`src/rtl/irq_seq_pkg.sv`:
```
package irq_seq_pkg;

   typedef enum logic [3:0] {
      SQ_IDLE,
      SQ_PUSH_PCL,
      SQ_PUSH_PCH,
      SQ_PUSH_ST,
      SQ_VEC_HI,
      SQ_VEC_LO,
      SQ_POP_ST,
      SQ_POP_PCH,
      SQ_POP_PCL
   } seq_state_e;

endpackage

```
`src/rtl/irq_pend_bank.sv`:
```
module irq_pend_bank #(
   parameter int unsigned N = 2
) (
   input  logic         clk,
   input  logic         rst_n,
   input  logic [N-1:0] set_i,
   input  logic [N-1:0] clr_i,
   output logic [N-1:0] pend_o
);

   for (genvar g = 0; g < N; g++) begin : g_flag
      always_ff @(posedge clk or negedge rst_n) begin
         if (!rst_n)          pend_o[g] <= 1'b0;
         else if (clr_i[g])   pend_o[g] <= 1'b0;
         else if (set_i[g])   pend_o[g] <= 1'b1;
      end
   end

endmodule

```
`src/rtl/irq_prio_pick.sv`:
```
module irq_prio_pick #(
   parameter int unsigned N = 2
) (
   input  logic [N-1:0] req_i,
   output logic [N-1:0] grant_o
);

   for (genvar g = 0; g < N; g++) begin : g_pick
      if (g == 0) begin : g_top
         assign grant_o[g] = req_i[g];
      end else begin : g_rest
         assign grant_o[g] = req_i[g] & ~(|req_i[g-1:0]);
      end
   end

endmodule

```
`src/rtl/irq_vec_seq.sv`:
```
module irq_vec_seq
   import irq_seq_pkg::*;
#(
   parameter int unsigned          NUM_SRC    = 2,
   parameter int unsigned          PC_W       = 16,
   parameter int unsigned          DW         = 8,
   parameter int unsigned          SP_W       = 8,
   parameter logic [PC_W-1:0]      VEC_BASE   = 'h0003,
   parameter logic [PC_W-1:0]      VEC_STRIDE = 'h0008,
   parameter logic [PC_W-1:0]      STACK_BASE = 'h0000,
   parameter logic [SP_W-1:0]      SP_INIT    = 'h07
) (
   input  logic               clk,
   input  logic               rst_n,
   input  logic [NUM_SRC-1:0] irq_req,
   input  logic [NUM_SRC-1:0] src_en,
   input  logic               gie_wr,
   input  logic               gie_wr_val,
   input  logic               insn_done,
   input  logic [PC_W-1:0]    cur_pc,
   input  logic [DW-1:0]      cur_status,
   input  logic               reti_req,
   output logic [PC_W-1:0]    mem_addr,
   output logic               mem_we,
   output logic               mem_re,
   output logic [DW-1:0]      mem_wdata,
   input  logic [DW-1:0]      mem_rdata,
   output logic               pc_load,
   output logic [PC_W-1:0]    pc_new,
   output logic               status_load,
   output logic [DW-1:0]      status_new,
   output logic [NUM_SRC-1:0] irq_ack,
   output logic               busy,
   output logic               gie,
   output logic               isr_active
);

   localparam int unsigned SEL_W = (NUM_SRC > 1) ? $clog2(NUM_SRC) : 1;

   if (NUM_SRC < 1) begin : g_chk_src
      $error("irq_vec_seq: NUM_SRC must be at least 1");
   end
   if (PC_W != 2 * DW) begin : g_chk_pc
      $error("irq_vec_seq: PC_W must be two data bytes");
   end
   if (SP_W > PC_W) begin : g_chk_sp
      $error("irq_vec_seq: SP_W must not exceed PC_W");
   end

   seq_state_e          state_q;
   logic [SP_W-1:0]     sp_q;
   logic [PC_W-1:0]     pc_sv_q;
   logic [DW-1:0]       st_sv_q;
   logic [DW-1:0]       st_pop_q;
   logic [DW-1:0]       hi_q;
   logic [SEL_W-1:0]    sel_q;
   logic                gie_q;
   logic                isr_q;
   logic [NUM_SRC-1:0]  ack_q;
   logic                pc_load_q;
   logic [PC_W-1:0]     pc_new_q;
   logic                st_load_q;
   logic [DW-1:0]       st_new_q;

   logic [NUM_SRC-1:0]  pend;
   logic [NUM_SRC-1:0]  eligible;
   logic [NUM_SRC-1:0]  grant;
   logic [SEL_W-1:0]    grant_idx;
   logic                idle;
   logic                ret_go;
   logic                take;
   logic [SP_W-1:0]     sp_inc;
   logic [SP_W-1:0]     sp_dec;
   logic [PC_W-1:0]     vec_addr;

   assign idle     = (state_q == SQ_IDLE);
   assign eligible = pend & src_en;
   assign ret_go   = idle & reti_req & isr_q;
   assign take     = idle & insn_done & gie_q & (|eligible) & ~ret_go;
   assign sp_inc   = sp_q + 1'b1;
   assign sp_dec   = sp_q - 1'b1;
   assign vec_addr = VEC_BASE + (PC_W'(sel_q) * VEC_STRIDE);

   irq_pend_bank #(.N(NUM_SRC)) u_pend (
      .clk    (clk),
      .rst_n  (rst_n),
      .set_i  (irq_req),
      .clr_i  (grant & {NUM_SRC{take}}),
      .pend_o (pend)
   );

   irq_prio_pick #(.N(NUM_SRC)) u_pick (
      .req_i   (eligible),
      .grant_o (grant)
   );

   always_comb begin
      grant_idx = '0;
      for (int i = NUM_SRC - 1; i >= 0; i--) begin
         if (grant[i]) grant_idx = SEL_W'(i);
      end
   end

   always_comb begin
      mem_addr  = '0;
      mem_we    = 1'b0;
      mem_re    = 1'b0;
      mem_wdata = '0;
      unique case (state_q)
         SQ_PUSH_PCL: begin
            mem_we    = 1'b1;
            mem_addr  = STACK_BASE + PC_W'(sp_inc);
            mem_wdata = pc_sv_q[DW-1:0];
         end
         SQ_PUSH_PCH: begin
            mem_we    = 1'b1;
            mem_addr  = STACK_BASE + PC_W'(sp_inc);
            mem_wdata = pc_sv_q[PC_W-1:DW];
         end
         SQ_PUSH_ST: begin
            mem_we    = 1'b1;
            mem_addr  = STACK_BASE + PC_W'(sp_inc);
            mem_wdata = st_sv_q;
         end
         SQ_VEC_HI: begin
            mem_re   = 1'b1;
            mem_addr = vec_addr;
         end
         SQ_VEC_LO: begin
            mem_re   = 1'b1;
            mem_addr = vec_addr + PC_W'(1);
         end
         SQ_POP_ST, SQ_POP_PCH, SQ_POP_PCL: begin
            mem_re   = 1'b1;
            mem_addr = STACK_BASE + PC_W'(sp_q);
         end
         default: ;
      endcase
   end

   always_ff @(posedge clk or negedge rst_n) begin
      if (!rst_n) begin
         state_q   <= SQ_IDLE;
         sp_q      <= SP_INIT;
         pc_sv_q   <= '0;
         st_sv_q   <= '0;
         st_pop_q  <= '0;
         hi_q      <= '0;
         sel_q     <= '0;
         gie_q     <= 1'b0;
         isr_q     <= 1'b0;
         ack_q     <= '0;
         pc_load_q <= 1'b0;
         pc_new_q  <= '0;
         st_load_q <= 1'b0;
         st_new_q  <= '0;
      end else begin
         ack_q     <= '0;
         pc_load_q <= 1'b0;
         st_load_q <= 1'b0;
         if (gie_wr) gie_q <= gie_wr_val;
         unique case (state_q)
            SQ_IDLE: begin
               if (ret_go) begin
                  state_q <= SQ_POP_ST;
               end else if (take) begin
                  ack_q   <= grant;
                  sel_q   <= grant_idx;
                  pc_sv_q <= cur_pc;
                  st_sv_q <= cur_status;
                  gie_q   <= 1'b0;
                  state_q <= SQ_PUSH_PCL;
               end
            end
            SQ_PUSH_PCL: begin
               sp_q    <= sp_inc;
               state_q <= SQ_PUSH_PCH;
            end
            SQ_PUSH_PCH: begin
               sp_q    <= sp_inc;
               state_q <= SQ_PUSH_ST;
            end
            SQ_PUSH_ST: begin
               sp_q    <= sp_inc;
               state_q <= SQ_VEC_HI;
            end
            SQ_VEC_HI: begin
               hi_q    <= mem_rdata;
               state_q <= SQ_VEC_LO;
            end
            SQ_VEC_LO: begin
               pc_new_q  <= {hi_q, mem_rdata};
               pc_load_q <= 1'b1;
               isr_q     <= 1'b1;
               state_q   <= SQ_IDLE;
            end
            SQ_POP_ST: begin
               st_pop_q <= mem_rdata;
               sp_q     <= sp_dec;
               state_q  <= SQ_POP_PCH;
            end
            SQ_POP_PCH: begin
               hi_q    <= mem_rdata;
               sp_q    <= sp_dec;
               state_q <= SQ_POP_PCL;
            end
            SQ_POP_PCL: begin
               sp_q      <= sp_dec;
               pc_new_q  <= {hi_q, mem_rdata};
               pc_load_q <= 1'b1;
               st_new_q  <= st_pop_q;
               st_load_q <= 1'b1;
               gie_q     <= 1'b1;
               isr_q     <= 1'b0;
               state_q   <= SQ_IDLE;
            end
            default: state_q <= SQ_IDLE;
         endcase
      end
   end

   assign pc_load     = pc_load_q;
   assign pc_new      = pc_new_q;
   assign status_load = st_load_q;
   assign status_new  = st_new_q;
   assign irq_ack     = ack_q;
   assign busy        = ~idle;
   assign gie         = gie_q;
   assign isr_active  = isr_q;

endmodule

```
`config.mk`:
```
export PLATFORM = sky130hd
export DESIGN_NAME = irq_vec_seq
export DESIGN_NICKNAME = d
export VERILOG_FILES = /design/src/rtl/irq_seq_pkg.sv /design/src/rtl/irq_pend_bank.sv /design/src/rtl/irq_prio_pick.sv /design/src/rtl/irq_vec_seq.sv
export SDC_FILE = /design/constraint.sdc
export NUM_CORES = 1
export LEC_CHECK = 0
export ABC_AREA = 1
export BUFFER_PORTS_ARGS = -buffer_cell sky130_fd_sc_hd__buf_2
export CAP_MARGIN = 20
export CORE_MARGIN = 2
export CORE_UTILIZATION = 35
export CTS_CLUSTER_SIZE = 40
export DETAILED_ROUTE_END_ITERATION = 16
export HOLD_SLACK_MARGIN = 0.02
export PLACE_DENSITY = 0.64
export REMOVE_ABC_BUFFERS = 1
export SETUP_SLACK_MARGIN = 0.2
export SYNTH_ARGS = -nofsm -noshare
export SYNTH_HDL_FRONTEND = slang
export SYNTH_SLANG_ARGS = --single-unit
```
`constraint.sdc`:
```
create_clock -name clk -period 1.8 [get_ports clk]
set_input_delay 0.09 -clock clk [delete_from_list [all_inputs] [get_ports clk]]
set_output_delay 0.09 -clock clk [all_outputs]
set_load 0.01 [all_outputs]
```
==> summary.txt <==
STA
  – Final max-slew violation count: 0
  – Final period util: 1.01
  – Post-Route Skew: 0.00751 ns
  – Setup slack after layout: -0.0167 ns
  – RSZ-0062 raised after global routing: yes
  – Final min period: 1.82 ns
  – Worst-Margin Slew: 0.554 ns
  – Relative slew slack: 0.630
  – Fin. Hold Viols: 0
  – Max Clk Rate: 550 MHz
  – # setup viols final: 1

Cells and area
  – Final Util: 0.513
  – Layout Cells excl Fill: 785
  – Area grow syn2layout: 42.1%
  – Nets@finish: 684
  – Reg area: 2140 µm²
  – Multi-input logic area: 1690 µm²
  – Final instance area: 5610 µm²
  – Antenna diodes: 0
  – Filler Cell Count: 1,036
  – Share of cells above drive strength 1: 0.305

Yosys
  – Seq/Total Area, Yosys: 0.540
  – Asr flop ratio synth: 1.00
  – Synthesis Warnings: 0
  – Synth Instances: 483
  – Count leader, synth: nand2_1
  – Synth unique cells: 30
  – Area leader, netlist: dfrtp_1
  – Top-area cell type share of the netlist area: 0.520
  – Synth Flop Type: dfrtp_1
  – Synth Cell Area: 3950 µm²
  – Syn_area_per_cell: 8.18 µm²
  – Area contributors post-synth: dfrtp_1, nand2_1, nand3_1, inv_1, o21ai_0
  – EDFF count, synth: 0
  – Synth Register Bits: 85
  – Top post-synthesis cells by count: nand2_1, dfrtp_1, nand3_1

Floorplanning
  – DIE AREA: 12,100 µm²
  – # rows: 38
  – Die Wd: 110 µm
  – I/O Pins: 99
  – Initial Util: 0.361
  – Die Y: 110 µm
  – Core Region: 10,900 µm²

Critical path
  – CP Max Fanout: 5
  – R2r setup slk: 0.03 ns
  – CP Launch Point: state_q[3]$_DFFE_PN0P_
  – RR Endpoint: sp_q[3]$_DFFE_PN0P_
  – CP Launch Type: register
  – CP Capture Type: output port
  – Worst R2R Path Depth: 11
  – CP required: 1.71 ns
  – WP data arrival: 1.73 ns
  – Reg2reg start: state_q[2]$_DFFE_PN0P_
  – Crit path to: mem_addr[0]
  – CP Class: register to output port

Place
  – Post-Place Setup Slack: 0.0586 ns
  – GPL Wtd Cong: 0.873
  – IO Port Bufs: 90
  – DP Cell Count: 707
  – Post-DP HPWL: 6480 µm
  – Cell area after placement: 4540 µm²

Global routing
  – Met2 Usage GRT: 0.299
  – Layer with the highest usage: met2
  – All-Layer GR Usage: 0.177
  – Antenna violations before repair: 0
  – Vias in the first global route: 3,483
  – Routing usage on met1: 0.221
  – Largest net degree at the start of global routing: 86
  – First-pass GRT wire length: 16,600 µm
  – GR Layer Usage met3: 0.0470
  – Global route overflow: 0

Clock network
  – CTS tree: built
  – H-Tree Level Count: 3
  – Num CTS Buffers: 9
  – CTS Sinks: 85
  – Clock transition at path regs: 0.07 ns
  – Clk_lat worst skew: 0.34 ns
  – Maximum clock path buffer count: 2
  – Root Driver: clkbuf_16

Pwr
  – Static Leak: 2.98 nW
  – P_int: 6.06 mW
  – Sw Ratio: 0.397
  – Combinational group share of total power: 0.455
  – Sequential share of power: 0.346
  – P per Cell Area: 1790 nW/µm²
  – Clock power frac: 0.199
  – Switch Pwr: 3.99 mW
  – Peak supply drop: 0.744 mV

Detailed routing
  – Via count: 3,713
  – DRC Markers: 0
  – Avg WL per Cell: 13.4 µm
  – WL final: 10,500 µm
  – Via-per-instance ratio: 4.73
  – Detailed Route Iter0 Violations: 300
  – Drt pass-1 iters: 4
  – Post-DRT Antenna Nets: 0

Outcome
  – Failing checks: setup timing
  – Status: finished, violations left

Job
  – Max Cap Violations: 0

Hold path
  – Worst Hold Class: input pin to register
-- layout make-up --
class,count,area share
repair buffers,161,0.202
well taps,140,0.0312
multi-input cells,348,0.302
clock buffers,9,0.0401
clock inverters,7,0.0176
flip-flops and latches,85,0.381
inverters,35,0.0261
-- state kept, by name (all words and copies together), names as in the netlist --
signal and count:
hi_q 8, sp_q 8, isr_active 1, pc_new 16, st_pop_q 8, pc_load 1
irq_ack 2, status_new 8, st_sv_q 8, pc_sv_q 16, gie 1, status_load 1
u_pend.pend_o 2, sel_q 1, state_q 4
-- worst min path at each step --
stage	depth (start not counted)	slack, ns	to	start
finish	3	0.03	pc_new[7]$_DFFE_PN0P_	mem_rdata[7]
global route	3	0.03	pc_new[6]$_DFFE_PN0P_	mem_rdata[6]
CTS	3	0.02	pc_new[6]$_DFFE_PN0P_	mem_rdata[6]
detailed placement	2	0.17	sp_q[7]$_DFFE_PN0P_	rst_n
global placement	2	0.17	status_new[0]$_DFFE_PN0P_	rst_n
floorplan	0	-0.21	gie$_DFF_PN0_	rst_n
-- cells in the final DEF, fill, tap and decap left out, types with 16 or more instances in the layout --
master,n
dlygate4sd3_1,30
nand3_1,33
buf_4,29
buf_2,89
nand2_1,199
nor2_1,22
a21oi_1,16
inv_1,23
dfrtp_1,78
o21ai_0,18
-- worst max-delay path, stage by stage (launching register included) --
cell      delay, ns
dfrtp_1        0.43
inv_2          0.13
buf_4          0.14
nand2_2        0.08
inv_2          0.13
nand2_1        0.14
o211ai_1       0.17
buf_2          0.18
-- power by group through the flow --
| stage | Clock (mW) | Combinational, mW | Sequential, mW |
|---|---|---|---|
| 2_1_floorplan | 0 | 2.17 | 3.45 |
| 6_report | 2.00 | 4.58 | 3.48 |
| 5_1_grt | 2.13 | 5.12 | 3.59 |
| 3_3_place_gp | 0 | 3.50 | 3.42 |
| 4_1_cts | 2.04 | 4.08 | 3.45 |
| 3_5_place_dp | 0 | 3.59 | 3.44 |
-- per-stage QoR --
step                hold WS [ns]  setup TNS [ns]  total power, mW
finish                    0.0307         -0.0167             10.1
detailed placement         0.170               0             7.03
global placement           0.166               0             6.92
floorplan                 -0.206               0             5.62
CTS                       0.0233               0             9.57
global route              0.0292          -0.124             10.8
-- timing repair --
action,4_1_cts,5_1_grt
setup buffers,14,17
cloned,0,1
hold buffers,30,0
hold endpoints to repair,111,0
pin swaps,10,15
setup endpoints to repair,29,39
resized for setup,34,32
-- metal layers --
layer	up-vias	part of all wire	wire (µm)
met1	1776	0.42	4450
met3	12	0.058	603
met5	-	0	0
met2	98	0.50	5280
li1	1827	-	-
met4	0	0.014	146
-- kinds of logic (layout without fill, tap and decap cells) --
| group | Yosys count | after routing | synth area share |
|---|---|---|---|
| AND/OR/NAND/NOR | 286 | 286 | 0.304 |
| flip-flops | 85 | 85 | 0.540 |
| buffers and inverters | 57 | 212 | 0.0722 |
| AO/OA/AOI/OAI | 49 | 49 | 0.0703 |
| XOR/XNOR | 3 | 3 | 0.00666 |
| adder cells (fa/ha/maj) | 2 | 2 | 0.00634 |
| other | 1 | 8 | 0.000950 |
Power figures use the tool's default switching activity.
